===== src/rtl/i2c_am_pkg.sv =====
package i2c_am_pkg;

    localparam int BYTE_W     = 8;
    localparam int OWN_W      = 10;
    localparam int SHORT_W    = 7;
    localparam int BITCNT_W   = 4;
    localparam logic [4:0] TEN_PREFIX = 5'b11110;

    typedef enum logic [2:0] {
        ST_IDLE,
        ST_ADDR_HI,
        ST_ADDR_LO,
        ST_WRITE,
        ST_READ,
        ST_DEAF
    } am_state_e;

    typedef struct packed {
        logic      hit;
        logic      ack;
        logic      dir;
        logic      sel10;
        am_state_e next;
    } am_decision_t;

    function automatic am_decision_t judge_first(
        input logic [BYTE_W-1:0] b,
        input logic              ten,
        input logic [OWN_W-1:0]  own,
        input logic              ten_sel
    );
        am_decision_t d;
        d.hit   = 1'b0;
        d.ack   = 1'b0;
        d.dir   = b[0];
        d.sel10 = ten_sel;
        d.next  = ST_DEAF;
        if (!ten) begin
            if (b[BYTE_W-1:1] == own[SHORT_W-1:0]) begin
                d.hit  = 1'b1;
                d.ack  = 1'b1;
                d.next = b[0] ? ST_READ : ST_WRITE;
            end
        end else if (b[7:3] == TEN_PREFIX && b[2:1] == own[OWN_W-1:BYTE_W]) begin
            if (!b[0]) begin
                d.ack  = 1'b1;
                d.next = ST_ADDR_LO;
            end else if (ten_sel) begin
                d.hit  = 1'b1;
                d.ack  = 1'b1;
                d.next = ST_READ;
            end
        end
        if (!d.ack) d.sel10 = 1'b0;
        return d;
    endfunction

    function automatic am_decision_t judge_second(
        input logic [BYTE_W-1:0] b,
        input logic [OWN_W-1:0]  own
    );
        am_decision_t d;
        d.hit   = (b == own[BYTE_W-1:0]);
        d.ack   = d.hit;
        d.dir   = 1'b0;
        d.sel10 = d.hit;
        d.next  = d.hit ? ST_WRITE : ST_DEAF;
        return d;
    endfunction

endpackage


===== src/rtl/i2c_am_line_sync.sv =====
module i2c_am_line_sync #(
    parameter int STAGES = 2
) (
    input  logic clk,
    input  logic rst,
    input  logic scl_in,
    input  logic sda_in,
    output logic scl_q,
    output logic sda_q,
    output logic scl_rise,
    output logic scl_fall,
    output logic start_det,
    output logic stop_det
);
    logic [STAGES-1:0] scl_ff, sda_ff;
    logic              scl_prev, sda_prev;

    genvar g;
    generate
        for (g = 0; g < STAGES; g++) begin : g_sync
            always_ff @(posedge clk) begin
                if (rst) begin
                    scl_ff[g] <= 1'b1;
                    sda_ff[g] <= 1'b1;
                end else if (g == 0) begin
                    scl_ff[g] <= scl_in;
                    sda_ff[g] <= sda_in;
                end else begin
                    scl_ff[g] <= scl_ff[(g == 0) ? 0 : g-1];
                    sda_ff[g] <= sda_ff[(g == 0) ? 0 : g-1];
                end
            end
        end
    endgenerate

    always_ff @(posedge clk) begin
        if (rst) begin
            scl_prev <= 1'b1;
            sda_prev <= 1'b1;
        end else begin
            scl_prev <= scl_ff[STAGES-1];
            sda_prev <= sda_ff[STAGES-1];
        end
    end

    assign scl_q     = scl_ff[STAGES-1];
    assign sda_q     = sda_ff[STAGES-1];
    assign scl_rise  = scl_q & ~scl_prev;
    assign scl_fall  = ~scl_q & scl_prev;
    assign start_det = scl_q & scl_prev & sda_prev & ~sda_q;
    assign stop_det  = scl_q & scl_prev & ~sda_prev & sda_q;

    p_no_start_and_stop_r1: assert property (@(posedge clk) disable iff (rst)
        !(start_det && stop_det));

endmodule


===== src/rtl/i2c_am_shifter.sv =====
module i2c_am_shifter
    import i2c_am_pkg::*;
(
    input  logic              clk,
    input  logic              rst,
    input  logic              restart,
    input  logic              scl_rise,
    input  logic              sda_bit,
    output logic [BYTE_W-1:0] byte_q,
    output logic              byte_done,
    output logic              ack_slot
);
    localparam logic [BITCNT_W-1:0] LAST_BIT = BITCNT_W'(BYTE_W - 1);
    localparam logic [BITCNT_W-1:0] ACK_POS  = BITCNT_W'(BYTE_W);

    logic [BITCNT_W-1:0] bit_cnt;

    always_ff @(posedge clk) begin
        if (rst) begin
            bit_cnt   <= '0;
            byte_q    <= '0;
            byte_done <= 1'b0;
        end else begin
            byte_done <= 1'b0;
            if (restart) begin
                bit_cnt <= '0;
            end else if (scl_rise) begin
                if (bit_cnt == ACK_POS) begin
                    bit_cnt <= '0;
                end else begin
                    byte_q  <= {byte_q[BYTE_W-2:0], sda_bit};
                    bit_cnt <= bit_cnt + 1'b1;
                    if (bit_cnt == LAST_BIT) byte_done <= 1'b1;
                end
            end
        end
    end

    assign ack_slot = (bit_cnt == ACK_POS);

    p_bitcnt_range_r1: assert property (@(posedge clk) disable iff (rst)
        bit_cnt <= ACK_POS);
    p_done_then_slot_r3: assert property (@(posedge clk) disable iff (rst)
        byte_done |-> ack_slot);

endmodule


===== src/rtl/i2c_addr_matcher.sv =====
module i2c_addr_matcher
    import i2c_am_pkg::*;
#(
    parameter int SYNC_STAGES = 2
) (
    input  logic              clk,
    input  logic              rst,
    input  logic              scl_i,
    input  logic              sda_i,
    input  logic [OWN_W-1:0]  own_addr,
    input  logic              ten_bit_mode,
    output logic              sda_oe,
    output logic              addr_match,
    output logic              rw_dir,
    output logic [BYTE_W-1:0] rx_data,
    output logic              rx_valid
);
    logic scl_q, sda_q, scl_rise, scl_fall, start_det, stop_det;
    logic [BYTE_W-1:0] cur_byte;
    logic byte_done, ack_slot;
    am_state_e state;
    logic ack_pending, ten_sel;
    am_decision_t dec_first, dec_second;

    i2c_am_line_sync #(.STAGES(SYNC_STAGES)) u_sync (
        .clk(clk), .rst(rst), .scl_in(scl_i), .sda_in(sda_i),
        .scl_q(scl_q), .sda_q(sda_q), .scl_rise(scl_rise), .scl_fall(scl_fall),
        .start_det(start_det), .stop_det(stop_det)
    );

    i2c_am_shifter u_shift (
        .clk(clk), .rst(rst), .restart(start_det | stop_det),
        .scl_rise(scl_rise), .sda_bit(sda_q),
        .byte_q(cur_byte), .byte_done(byte_done), .ack_slot(ack_slot)
    );

    always_comb begin
        dec_first  = judge_first(cur_byte, ten_bit_mode, own_addr, ten_sel);
        dec_second = judge_second(cur_byte, own_addr);
    end

    always_ff @(posedge clk) begin
        if (rst) begin
            state       <= ST_IDLE;
            ack_pending <= 1'b0;
            ten_sel     <= 1'b0;
            sda_oe      <= 1'b0;
            addr_match  <= 1'b0;
            rw_dir      <= 1'b0;
            rx_data     <= '0;
            rx_valid    <= 1'b0;
        end else begin
            addr_match <= 1'b0;
            rx_valid   <= 1'b0;
            if (stop_det) begin
                state       <= ST_IDLE;
                ten_sel     <= 1'b0;
                ack_pending <= 1'b0;
            end else if (start_det) begin
                state       <= ST_ADDR_HI;
                ack_pending <= 1'b0;
            end else if (byte_done) begin
                case (state)
                    ST_ADDR_HI: begin
                        state       <= dec_first.next;
                        ack_pending <= dec_first.ack;
                        addr_match  <= dec_first.hit;
                        ten_sel     <= dec_first.sel10;
                        if (dec_first.hit) rw_dir <= dec_first.dir;
                    end
                    ST_ADDR_LO: begin
                        state       <= dec_second.next;
                        ack_pending <= dec_second.ack;
                        addr_match  <= dec_second.hit;
                        ten_sel     <= dec_second.sel10;
                        if (dec_second.hit) rw_dir <= dec_second.dir;
                    end
                    ST_WRITE: begin
                        rx_data     <= cur_byte;
                        rx_valid    <= 1'b1;
                        ack_pending <= 1'b1;
                    end
                    default: ;
                endcase
            end else if (scl_fall) begin
                if (ack_pending && ack_slot) begin
                    sda_oe      <= 1'b1;
                    ack_pending <= 1'b0;
                end else if (!ack_slot) begin
                    sda_oe <= 1'b0;
                end
            end
        end
    end

    p_oe_moves_scl_low_r3: assert property (@(posedge clk) disable iff (rst)
        !$stable(sda_oe) |-> !scl_q);
    p_match_pulse_r2: assert property (@(posedge clk) disable iff (rst)
        addr_match |=> !addr_match);
    p_deaf_quiet_r4: assert property (@(posedge clk) disable iff (rst)
        (state == ST_DEAF) |-> (!sda_oe && !rx_valid && !addr_match));
    p_restart_addr_r9: assert property (@(posedge clk) disable iff (rst)
        start_det |=> (state == ST_ADDR_HI));
    p_read_no_ack_r10: assert property (@(posedge clk) disable iff (rst)
        (byte_done && state == ST_READ) |=> !ack_pending);
    p_rx_in_write_r8: assert property (@(posedge clk) disable iff (rst)
        rx_valid |-> (state == ST_WRITE));

endmodule


===== config.mk =====
export PLATFORM = sky130hd
export DESIGN_NAME = i2c_addr_matcher
export DESIGN_NICKNAME = d
export VERILOG_FILES = /design/src/rtl/i2c_am_pkg.sv /design/src/rtl/i2c_am_line_sync.sv /design/src/rtl/i2c_am_shifter.sv /design/src/rtl/i2c_addr_matcher.sv
export SDC_FILE = /design/constraint.sdc
export NUM_CORES = 1
export LEC_CHECK = 0
export CAP_MARGIN = 20
export CORE_UTILIZATION = 44
export DETAILED_ROUTE_END_ITERATION = 10
export PLACE_DENSITY = 0.7
export SETUP_SLACK_MARGIN = 0.3
export SYNTH_ARGS = -nofsm -noshare
export SYNTH_HDL_FRONTEND = slang
export SYNTH_SLANG_ARGS = --single-unit

===== constraint.sdc =====
create_clock -name clk -period 2.9 [get_ports clk]
set_input_delay 0.435 -clock clk [delete_from_list [all_inputs] [get_ports clk]]
set_output_delay 0.435 -clock clk [all_outputs]
set_load 0.05 [all_outputs]

* Word-level counts from Yosys, hierarchy flattened
Index checks and enable logic that the tools add are counted.
W data, S select, Z words.
** Storage, ports and cells
- Input bits :: 15
- Register bits :: 36
- Logic and storage cells :: 102
** Operators by class
- Equality and inequality tests :: 14
- Reductions and logical operators :: 20
- Bitwise logic cells :: 18
- Add/sub/neg operators :: 1
- Muxes and demuxes :: 31
** Operator list (number)
- $mux W3 :: 6
- $mux W1 :: 15
- $not A1 Y1 :: 10
- $eq A8 B8 Y1 :: 1
- $mux W2 :: 4
- $reduce_and A4 Y1 :: 2
- $reduce_bool A2 Y1 :: 4
- $reduce_or A4 Y1 :: 2
- $and A1 B1 Y1 :: 7
- $eq A7 B7 Y1 :: 1
- $eq A3 B2 Y1 const B :: 2
- $ne A2 B2 Y1 const B :: 3
- $pmux W1 S2 :: 3
- $pmux W3 S2 :: 1
- $reduce_and A3 Y1 :: 2
- $reduce_and A6 Y1 :: 1
- $eq A5 B5 Y1 const B :: 1
- $reduce_and A5 Y1 :: 1
- $add A4 B1 Y4 const B :: 1
- $eq A4 B3 Y1 const B :: 1
- $eq A4 B4 Y1 const B :: 1
- $mux W4 :: 1
- $ne A4 B4 Y1 const B :: 1
- $reduce_and A2 Y1 :: 2
- other kinds (9) :: 11

* Longest topological paths before layout
- Depth after elaboration :: 7
- Depth in mapped cells :: 7
- Depth with buffers taken out :: 7

* Cells and area by module
A second synthesis with hierarchy kept.
** Second synthesis, totals
- Cell total of the unflattened synthesis :: 180
- Area, all modules :: 1732.9 µm²
** By module, submodules not included
- i2c_addr_matcher :: area each 989.7 µm², instances 1, cells each 113
- i2c_am_shifter :: area each 553.0 µm², instances 1, cells each 51
- i2c_am_line_sync :: area each 190.2 µm², instances 1, cells each 16

* Least setup slack after synthesis
No wires, ideal clock.
- Path type :: input to register
- Start point :: input port own_addr[3]
- End point :: register rw_dir
- Library setup time :: 121 ps
- Stages on the path :: 5
- Buffers on the path :: 0
- Data required time :: 2779 ps
- Arrival :: 1422 ps
- Slack :: 1357 ps
- Cells stage by stage :: xor2_1 > nor4_2 > a21o_2 > nand3_2 > mux2_4
** Between the ends
- Longest elaborated chain between the ends :: 5
- Elaborated cells between the ends (all ways) :: 7
- Those cells by class :: 4 x eq/ne; 2 x mux; 1 x reduce/logical
** Ends and longest elaborated chain
- from (decl) :: RTL line i2c_addr_matcher.sv:10 : input logic [OWN_W-1:0] own_addr,
- $eq A7 B7 Y1 :: RTL line i2c_am_pkg.sv:39 : if (b[BYTE_W-1:1] == own[SHORT_W-1:0]) begin
- $mux W2 :: RTL line i2c_am_pkg.sv:39
- $mux W2 :: RTL line i2c_am_pkg.sv:38 : if (!ten) begin
- $ne A2 B2 Y1 (no source line)
- $reduce_and A6 Y1 (no source line) (*)
- to (signal assigned) :: RTL line i2c_addr_matcher.sv:69 : if (dec_first.hit) rw_dir <= dec_first.dir;
- to (signal assigned) :: RTL line i2c_addr_matcher.sv:76 : if (dec_second.hit) rw_dir <= dec_second.dir;
- to (decl) :: RTL line i2c_addr_matcher.sv:14 : output logic rw_dir,
Every way passes the cells marked *; elsewhere a longest branch is shown, timed or not.
A chain may end at the register's enable or synchronous reset.

* Worst setup path after layout
- Start point :: register rx_data[1]
- End point :: output port rx_data[1]
** RTL lines
- from (decl) :: RTL line i2c_addr_matcher.sv:15 : output logic [BYTE_W-1:0] rx_data,
- from (signal assigned) :: RTL line i2c_addr_matcher.sv:79 : rx_data <= cur_byte;
No word-level cell between the ends.

==> metrics.md <==
| Metric | Value |
|---|---|
| Final Hold Vio Count | 0 |
| CP Cell Sequence | clkdlybuf4s50_1 |
| Initial antenna violation count | 0 |
| Drt via density | 5.26 |
| CP Class | reg2out |
| Layout area overhead | 20.1% |
| R2r setup slk | around 1.1 ns |
| Starting density of the core | ~47% |
| Synth Cell Area | about 1700 um^2 |
| Detailed placement HPWL | ~2400 um |
| Largest area contributor in the netlist | dfxtp_1 |
| Worst slew pin tran | 0.651 ns |
| Worst setup margin | a little over 1 ns |
| Final number of setup-violating endpoints | 0 |
| Number of synthesized flops with an enable pin | 0 |
| Die width | approximately 65 um |
| DR pass1 iterations | 4 |
| Multi-input gate area | a little over 900 um^2 |
| Non-filler cells, final | around 270 |
| Core Area | 3740 um^2 |
| Max FO, Critical Path | 2 |
| FF-to-FF End | u_shift.bit_cnt[0]$_SDFFE_PP0P_ |
| Max incr delay on CP | 0.81 ns |
| Pleak | 0.817 nW |
| Die area | around 4200 um^2 |
| Seq/Total Area, Yosys | approximately 41% |
| Vias in the first global route | about 1300 |
| Top cells by area, synth | dfxtp_1 41%, xor2_1 5.5%, mux2i_1 4.6% |
| Cells after Synth | slightly below 200 |
| Input/output buffers | 26 |
| Final slew viol count | 0 |
| WHS Path Cells | 1 |
| Tmin final | roughly 1.9 ns |
| Rows | 22 |
| Number of gates resized after CTS | 0 |
| Slew headroom | around 56% |
| Drt wl/cell | around 13 um |
| Fmax | roughly 530 MHz |
| Routed wire length | roughly 3400 um |
| Hold WS | 0.409 ns |
| Clk root buf | clkbuf_8 |
| Register Area | just over 700 um^2 |
| Clock buffer depth | 2 |
| Clock sink count | 36 |
| Min-delay src | u_sync.sda_ff[0]$_SDFF_PP1_ |
| CP delay by family, top | buffers and inverters |
| Worst IR drop on VDD | 219 uV |
| First-pass GRT wire length | between 5000 and 6000 um |
| Largest net degree at the start of global routing | 21 |
| DRT iter0 DRCs | 95 |
| Io pins | 27 |
| Syn_area_per_cell | a little under 9 um^2 |
| CP startpoint kind | flip-flop |
| Critical-path top delay cell | clkdlybuf4s50_1 |
| Max-cap violations | 0 |
| Final Cell Area | roughly 2100 um^2 |
| Synth async-reset ratio | 0% |
| Worst skew pair latency | about 0.29 ns |
| Run status | finished, final reports clean |
| Worst R2R Path Depth | 6 |
| Share of cells above drive strength 1 | 11.1% |
| Worst min-delay path category | reg2reg |
| Drc violations | 0 |
| Die H | roughly 65 um |
| Placed Cells incl. Taps | ~260 |
| CP arrival | approximately 1.5 ns |
| FILL cells | about 360 |
| Syn. warnings | 0 |
| Ys flop type | dfxtp_1 |
| Worst-path clk slew | about 0.070 ns |
| Required time worst endpoint | roughly 2.5 ns |
| Via count | 1395 |
| Tcrit/Tclk final | between 60% and 70% |
| Setup TNS | 0 ns |
| CP startpoint | rx_data[1]$_SDFFE_PP0P_ |
| Syn_nets | 213 |
| Nets | between 200 and 250 |
| # diodes | 0 |
| CTS tree | done |
| Total CTS buffers | 5 |
| Core Util, Final | 56.0% |
| DP Worst Slack | 0.720 ns |
| Layout Skew | just under 0.009 ns |
| RSZ-0062 raised after global routing | false |
| Grt ovf | 0 |
| Placed cell area | ~2000 um^2 |
| H-tree levels | 2 |
| Critical Path Sink Type | output port |
| Yosys reg bits | 36 |
| GRT Total Usage | a little under a fifth |
| Pwr/cell area | around 440 nW/um^2 |
| CP Buf/Inv Count | 1 |
| Synth cell types | 42 |
| Hold endpoint | u_sync.sda_q$_SDFF_PP1_ |
| R2R Path Start | u_shift.bit_cnt[0]$_SDFFE_PP0P_ |
| GPL Wtd Cong | 0.843 |
| Post-CTS Setup Bufs | 0 |
| Share of the synthesized area in the top cell type | between 40% and 50% |
| Remaining antenna violation count | 0 |
| Total Power | 932 uW |
| Hold Buf Count CTS | 0 |
## power breakdown
group	leakage (nW)	total, mW	switching, mW	internal, mW
clock	0.0455	0.365	0.171	0.194
sequential	0.291	0.505	0.00566	0.499
combinational	0.480	0.0625	0.0291	0.0334
total	0.817	0.932	0.206	0.726
## flip-flops by register name (all words and copies together), names as in the netlist, 3 cells and up
signal and flops:
u_shift.byte_q 8, state 3, u_shift.bit_cnt 4, rx_data 8
## kinds of logic (layout without fill, tap and decap cells)
kind of cell / after synthesis / count (layout) / synth area share (%)
muxes: 10 / 10 / 6.09
DFF: 36 / 36 / 41.3
xor gates and xnor gates: 19 / 19 / 9.53
and+or+nand+nor: 76 / 76 / 23.8
buffers and inverters: 21 / 42 / 5.80
AOI/OAI and AO/OA: 32 / 32 / 12.1
adders and majority gates: 2 / 2 / 1.43
## worst max-delay path by stage
stage                                                 end  depth (start not counted)
final                                          rx_data[1]                          1
after global routing      u_shift.bit_cnt[0]$_SDFFE_PP0P_                          6
after CTS                                          sda_oe                          1
after detailed placement              rw_dir$_SDFFE_PP0P_                          6
after global placement                rw_dir$_SDFFE_PP0P_                          6
after floorplan                       rw_dir$_SDFFE_PP0P_                          5
## layer usage
metal	part of all wire (%)	global-route usage, %	wire [um]	up-vias
li1	-	-	-	710
met1	48	22.8	1660	646
met2	45	28.5	1560	33
met3	4.6	4.93	159	6
met4	1.5	8.33	53	0
met5	0	0	0	-
## final cells by class
type / count / area share (%)
Multi-Input combinational cell: 139 / 44.1
Sequential cell: 36 / 34.4
Timing Repair Buffer: 29 / 13.5
Clock buffer: 8 / 4.30
Tap cell: 48 / 2.86
Inverter: 5 / 0.895
## synthesized netlist by cell type (all sizes together), types with 5 or more instances
cell / count
nor2: 16
nand2: 13
or2: 6
xor2: 11
a21oi: 15
dfxtp: 36
nand3: 14
clkbuf: 10
xnor2: 8
inv: 5
mux2i: 8
buf: 6
## cell usage in the layout, fill, tap and decap left out, types with 3 or more instances in the layout
cell type and count:
inv_1 5, a31oi_1 3, a21oi_1 15, nand2_1 13
o21ai_0 4, nor3b_1 3, clkdlybuf4s50_1 26, xor2_1 11
nand4_1 4, xnor2_1 8, mux2i_1 8, clkbuf_8 6
nor2b_1 4, nor2_1 16, buf_4 3, and3_1 3
nand2b_1 4, dfxtp_1 36, or2_2 6, nand3_1 13
Note: power is estimated with default switching activity, not from simulation.
